==> src/rtl/pix_clamp_pkg.sv <==
package pix_clamp_pkg;

  typedef enum logic [2:0] {
    WIN_FULL   = 3'd0,
    WIN_LIM8   = 3'd1,
    WIN_LIM10  = 3'd2,
    WIN_LIM12  = 3'd3,
    WIN_PROG   = 3'd7
  } win_code_e;

  localparam int NUM_CH = 3;

  // Limited-range floor for a native depth, aligned to the top of a cw-bit bus.
  function automatic int preset_floor(input int bits, input int cw);
    return (16 << (bits - 8)) << (cw - bits);
  endfunction

  // Limited-range ceiling for a native depth, aligned to the top of a cw-bit bus.
  function automatic int preset_ceil(input int bits, input int cw);
    return (235 << (bits - 8)) << (cw - bits);
  endfunction

endpackage

==> src/rtl/clamp_limit_sel.sv <==
module clamp_limit_sel
  import pix_clamp_pkg::*;
#(
  parameter int CW = 12
) (
  input  logic                     en,
  input  logic [2:0]               code,
  input  logic [NUM_CH-1:0][CW-1:0] prog_lo,
  input  logic [NUM_CH-1:0][CW-1:0] prog_hi,
  output logic                     active,
  output logic [NUM_CH-1:0][CW-1:0] lim_lo,
  output logic [NUM_CH-1:0][CW-1:0] lim_hi
);

  localparam logic [CW-1:0] L8_LO  = CW'(preset_floor(8,  CW));
  localparam logic [CW-1:0] L8_HI  = CW'(preset_ceil (8,  CW));
  localparam logic [CW-1:0] L10_LO = CW'(preset_floor(10, CW));
  localparam logic [CW-1:0] L10_HI = CW'(preset_ceil (10, CW));
  localparam logic [CW-1:0] L12_LO = CW'(preset_floor(12, CW));
  localparam logic [CW-1:0] L12_HI = CW'(preset_ceil (12, CW));

  win_code_e win;
  assign win = win_code_e'(code);

  always_comb begin
    active = 1'b0;
    lim_lo = '0;
    lim_hi = '1;
    if (en) begin
      case (win)
        WIN_LIM8: begin
          active = 1'b1;
          lim_lo = {NUM_CH{L8_LO}};
          lim_hi = {NUM_CH{L8_HI}};
        end
        WIN_LIM10: begin
          active = 1'b1;
          lim_lo = {NUM_CH{L10_LO}};
          lim_hi = {NUM_CH{L10_HI}};
        end
        WIN_LIM12: begin
          active = 1'b1;
          lim_lo = {NUM_CH{L12_LO}};
          lim_hi = {NUM_CH{L12_HI}};
        end
        WIN_PROG: begin
          active = 1'b1;
          lim_lo = prog_lo;
          lim_hi = prog_hi;
        end
        default: begin
          active = 1'b0;
        end
      endcase
    end
  end

  // Fixed windows are always well ordered.
  always_comb begin
    if (active && code != 3'd7) begin
      AST_PRESET_ORDERED: assert (lim_lo[0] < lim_hi[0]);
    end
    if (!en) begin
      AST_DISABLED_IDLE: assert (!active);
    end
  end

endmodule

==> src/rtl/clamp_chan.sv <==
module clamp_chan #(
  parameter int CW = 12
) (
  input  logic [CW-1:0] x,
  input  logic          active,
  input  logic [CW-1:0] lo,
  input  logic [CW-1:0] hi,
  output logic [CW-1:0] y
);

  logic below, above;
  assign below = x < lo;
  assign above = x > hi;

  // Lower-bound test has priority over the upper-bound test.
  always_comb begin
    if (!active)    y = x;
    else if (below) y = lo;
    else if (above) y = hi;
    else            y = x;
  end

  always_comb begin
    if (active && (lo <= hi)) begin
      AST_IN_WINDOW: assert (y >= lo && y <= hi);
    end
    if (active && (lo > hi) && (x >= lo)) begin
      AST_INVERTED_HI: assert (y == hi);
    end
  end

endmodule

==> src/rtl/clamp_out_stage.sv <==
module clamp_out_stage #(
  parameter int DW = 36
) (
  input  logic          clk,
  input  logic          rst_n,
  input  logic          s_valid,
  output logic          s_ready,
  input  logic [DW-1:0] s_data,
  output logic          m_valid,
  input  logic          m_ready,
  output logic [DW-1:0] m_data
);

  logic take;
  assign s_ready = !m_valid || m_ready;
  assign take    = s_valid && s_ready;

  always_ff @(posedge clk or negedge rst_n) begin
    if (!rst_n) begin
      m_valid <= 1'b0;
      m_data  <= '0;
    end else begin
      if (take) begin
        m_valid <= 1'b1;
        m_data  <= s_data;
      end else if (m_ready) begin
        m_valid <= 1'b0;
      end
    end
  end

  AST_STALL_HOLDS: assert property (@(posedge clk) disable iff (!rst_n)
    (m_valid && !m_ready) |=> (m_valid && $stable(m_data)));

  AST_STALL_BLOCKS: assert property (@(posedge clk) disable iff (!rst_n)
    (m_valid && !m_ready) |-> !s_ready);

  AST_ACCEPT_NEXT: assert property (@(posedge clk) disable iff (!rst_n)
    (s_valid && s_ready) |=> (m_valid && m_data == $past(s_data)));

  AST_EMPTY_AFTER_RESET: assert property (@(posedge clk) disable iff (!rst_n)
    $rose(rst_n) |-> (!m_valid && s_ready));

endmodule

==> src/rtl/pix_range_clamp.sv <==
module pix_range_clamp
  import pix_clamp_pkg::*;
#(
  parameter int CW = 12
) (
  input  logic          clk,
  input  logic          rst_n,
  input  logic          in_valid,
  output logic          in_ready,
  input  logic [CW-1:0] in_r,
  input  logic [CW-1:0] in_g,
  input  logic [CW-1:0] in_b,
  input  logic          clamp_en,
  input  logic [2:0]    fmt_sel,
  input  logic [CW-1:0] lo_r,
  input  logic [CW-1:0] lo_g,
  input  logic [CW-1:0] lo_b,
  input  logic [CW-1:0] hi_r,
  input  logic [CW-1:0] hi_g,
  input  logic [CW-1:0] hi_b,
  output logic          out_valid,
  input  logic          out_ready,
  output logic [CW-1:0] out_r,
  output logic [CW-1:0] out_g,
  output logic [CW-1:0] out_b
);

  localparam int DW = NUM_CH * CW;

  logic [NUM_CH-1:0][CW-1:0] pix_in, pix_clamped, pix_out;
  logic [NUM_CH-1:0][CW-1:0] prog_lo, prog_hi, lim_lo, lim_hi;
  logic                      win_active;

  assign pix_in  = {in_b, in_g, in_r};
  assign prog_lo = {lo_b, lo_g, lo_r};
  assign prog_hi = {hi_b, hi_g, hi_r};

  clamp_limit_sel #(.CW(CW)) u_sel (
    .en      (clamp_en),
    .code    (fmt_sel),
    .prog_lo (prog_lo),
    .prog_hi (prog_hi),
    .active  (win_active),
    .lim_lo  (lim_lo),
    .lim_hi  (lim_hi)
  );

  for (genvar c = 0; c < NUM_CH; c++) begin : g_chan
    clamp_chan #(.CW(CW)) u_chan (
      .x      (pix_in[c]),
      .active (win_active),
      .lo     (lim_lo[c]),
      .hi     (lim_hi[c]),
      .y      (pix_clamped[c])
    );
  end

  clamp_out_stage #(.DW(DW)) u_out (
    .clk     (clk),
    .rst_n   (rst_n),
    .s_valid (in_valid),
    .s_ready (in_ready),
    .s_data  (pix_clamped),
    .m_valid (out_valid),
    .m_ready (out_ready),
    .m_data  (pix_out)
  );

  assign out_r = pix_out[0];
  assign out_g = pix_out[1];
  assign out_b = pix_out[2];

  AST_BYPASS_EXACT: assert property (@(posedge clk) disable iff (!rst_n)
    (in_valid && in_ready && !clamp_en) |=> (pix_out == $past(pix_in)));

endmodule

==> config.mk <==
export PLATFORM = sky130hd
export DESIGN_NAME = pix_range_clamp
export DESIGN_NICKNAME = d
export VERILOG_FILES = /design/src/rtl/pix_clamp_pkg.sv /design/src/rtl/clamp_limit_sel.sv /design/src/rtl/clamp_chan.sv /design/src/rtl/clamp_out_stage.sv /design/src/rtl/pix_range_clamp.sv
export SDC_FILE = /design/constraint.sdc
export NUM_CORES = 1
export LEC_CHECK = 0
export BUFFER_PORTS_ARGS = -buffer_cell sky130_fd_sc_hd__buf_2
export CAP_MARGIN = 15
export CELL_PAD_IN_SITES_DETAIL_PLACEMENT = 1
export CELL_PAD_IN_SITES_GLOBAL_PLACEMENT = 2
export CORE_MARGIN = 8
export CORE_UTILIZATION = 28
export CTS_CLUSTER_SIZE = 20
export DETAILED_ROUTE_END_ITERATION = 6
export PLACE_DENSITY = 0.86
export SLEW_MARGIN = 20
export SYNTH_ARGS = -nofsm -noshare
export SYNTH_HDL_FRONTEND = slang
export SYNTH_SLANG_ARGS = --single-unit
==> constraint.sdc <==
create_clock -name clk -period 2 [get_ports clk]
set_input_delay 0.3 -clock clk [delete_from_list [all_inputs] [get_ports clk]]
set_output_delay 0.3 -clock clk [all_outputs]
set_load 0.02 [all_outputs]
==> impl_results.md <==
* Drt via density at around 5.4
* PortBufs at 153
* CP Capture Type: flop
* Met2 routed WL at between 10,000 and 15,000 um
* Hold Slack at ~0.23 ns
* Die Y at ~140 um
* First DRT Iteration DRCs at between 300 and 400
* Max clock buf depth at 2
* Largest net degree at the start of global routing at 32
* Share of layout cells above drive strength 1 at a little under half
* Final std cells w/o fill at ~1,100
* Max_cap viols at 0
* Vias at between 5,000 and 6,000
* Multi-input gate area at roughly 4200 um2
* Fmax at 371 MHz
* Unique masters post-synth at 47
* Total GRT Usage at 21.2%
* Slew margin rel. at between 60% and 70%
* HPWL Detailed at around 17,000 um
* Worst Tran Pin Value at approximately 0.55 ns
* Post-Syn Instances at 608
* Clock tree from TritonCTS: yes
* Slew Limit Fails at 0
* DIE AREA at just over 20,000 um2
* Clock tree root buffer cell: clkbuf_16
* Final Skew at between 0.004 and 0.005 ns
* IO Count at 154
* Syn-to-layout area delta at 72.5%
* Worst Path Arrival at 2.91 ns
* Worst-Skew Late Latency at about 0.3 ns
* FF/Latch Area at a little over 900 um2
* Final core occ at around 49%
* DP Cell Count at roughly 1,100
* Most frequent cell after synthesis: nor2_1
* Final WS setup at -0.698 ns
* Drt pass-1 iters at 4
* Clock sinks at 37
* Top cells by count, synth: nor2_1 (76), ha_1 (69), nand2_1 (68), a21oi_1 (58), dfrtp_1 (37)
* Unrepaired setup endpoints after global routing: true
* Met3 wire len at 1190 um
* Core ar. at approximately 16,000 um2
* Place WS at -1.07 ns
* Synth top area share at ~20%
* Status: finished with violations
* Final wirelength at 23,500 um
* CP max FO at 7
* Die Wd at 144 um
* Clk pin slew, worst setup/hold paths at 0.07 ns
* Wirelength per Cell at between 20 and 25 um
* # diodes at 0
* Cell Pwr Density at roughly 530 nW/um2
* Required time of the critical path at around 2.2 ns
* Initial antenna violation count at 0
* Grt total ovfl at 0
* Top Metal Used: met4
* # H-tree levels at 2
* Setup violations, final at 36
* Vias in the first global route at between 6,000 and 7,000
* Initial Utilization at between 20% and 30%
* EDFF count, synth at 0
* Period utilization at 135%
* Avg Cell Area, Syn at ~7.6 um2
* Final hold violations at 0
* Routability cong. at approximately 0.90
* Final min period at around 2.7 ns
* Ys async rst share at 100%
* Cell taking the most area after synthesis: dfrtp_1
* Leakage Power at between 3 and 4 nW
* Worst setup SP type: input pin
* CTS buffer count at 5
* Flops & latches, synth at 37
* Failing checks: negative setup slack
* Net Count, Synth at 793
* Hold Crit Class: input pin to flop
* Fillers at roughly 2,000
* Post-Synthesis Cell Area at 4600 um2
* Sequential area share after synthesis at slightly above 20%
* Layout Nets at 1,064
* VDD IR max at 0.000353 V
* Rows at 47
* Crit Path Class: input pin to flop
* Met1 WL at 9220 um
* First-pass GRT wire length at 34,500 um
* Routed Antenna Nets at 0
* Post-synth top flop: dfrtp_1
* Setup TNS at -20.93 ns
* DRC errors left at 0
* Syn. warnings at 0
* Synth top area cells: dfrtp_1 (20%), ha_1 (19%), mux2_2 (6.6%), a21oi_1 (6.3%), nor2_1 (6.2%)
## layer usage
layer / vias to the layer above / global-route usage (%)
met3: 53 / 3.70
met4: 0 / 7.89
met2: 168 / 39.4
met5: - / 0
met1: 2953 / 23.5
li1: 2802 / -
## sequential cells by signal, summed over array words and instances (netlist names)
name and count:
u_out.m_valid 1, u_out.m_data 36
## per-stage QoR
stage | cell area [um2] | power, mW
final | 7940 | 4.21
after global routing | 7940 | 4.43
after CTS | 7280 | 3.93
after detailed placement | 6620 | 2.66
after global placement | 6620 | 2.58
after floorplan | 4810 | 1.87
## layout by cell type, fill, tap and decap left out, types with 8 or more instances in the layout
cell / count
o21ai_0: 22
buf_2: 149
o211ai_1: 13
buf_12: 14
buf_6: 15
nand4_1: 17
ha_1: 63
buf_4: 109
o31ai_2: 8
o31ai_4: 12
dfrtp_1: 37
mux2_4: 27
nor3_1: 22
a21oi_1: 49
nand3_1: 10
nor2_1: 74
inv_1: 32
nand2_1: 65
a31oi_1: 14
## power by group
part,internal (mW),total [mW],leakage (nW),switching [mW]
clock,0.715,1.12,0.0938,0.405
sequential,0.888,1.03,0.439,0.140
combinational,0.943,2.06,3.11,1.11
## repair_timing
action	in CTS	in global routing
gates cloned	2	2
gates resized for setup	64	83
setup endpoints to repair	36	36
hold buffers	1	0
hold endpoints to repair	4	0
buffers inserted	15	15
pin swaps	24	45
## critical path: stages
cell and delay, ns:
buf_8 0.10, and2_4 0.15, a22oi_2 0.19, buf_12 0.15, buf_8 0.12, a21oi_4 0.04
ha_4 0.26, nor2b_1 0.15, o211ai_1 0.14, a211o_1 0.34, a31oi_4 0.23, buf_12 0.16
mux2_4 0.31, o31ai_4 0.24
## area by class of cell
cell class | count | share of cell area, %
Tap cell | 220 | 3.47
Timing Repair Buffer | 298 | 27.9
Clock inverter | 3 | 0.820
Inverter | 32 | 1.51
Multi-Input combinational cell | 505 | 53.0
Sequential cell | 37 | 11.7
Clock buffer | 5 | 1.58
## cells by family (layout without fill, tap and decap cells)
logic type | count (synthesis) | count (layout) | synth area share [%]
multiplexers | 31 | 31 | 7.48
adder cells (fa/ha/maj) | 69 | 69 | 18.8
flip-flops | 37 | 37 | 20.1
AO/OA/AOI/OAI | 185 | 185 | 26.5
buffers and inverters | 66 | 338 | 5.60
AND/OR/NAND/NOR | 220 | 220 | 21.5
## path summary, 6_finish.rpt
check                      cells past startpoint             start  slack (ns)          endpoint
hold / removal                                 2          in_valid        0.23     u_out.m_valid
max in group asynchronous                      3             rst_n        1.07  u_out.m_data[25]
setup reg to reg                               7     u_out.m_valid       -0.05  u_out.m_data[14]
min in group asynchronous                      2             rst_n        0.36  u_out.m_data[17]
hold reg to reg                                2  u_out.m_data[11]        0.56  u_out.m_data[11]
setup / recovery                              14          clamp_en       -0.70   u_out.m_data[6]
Power figures use the tool's default switching activity.
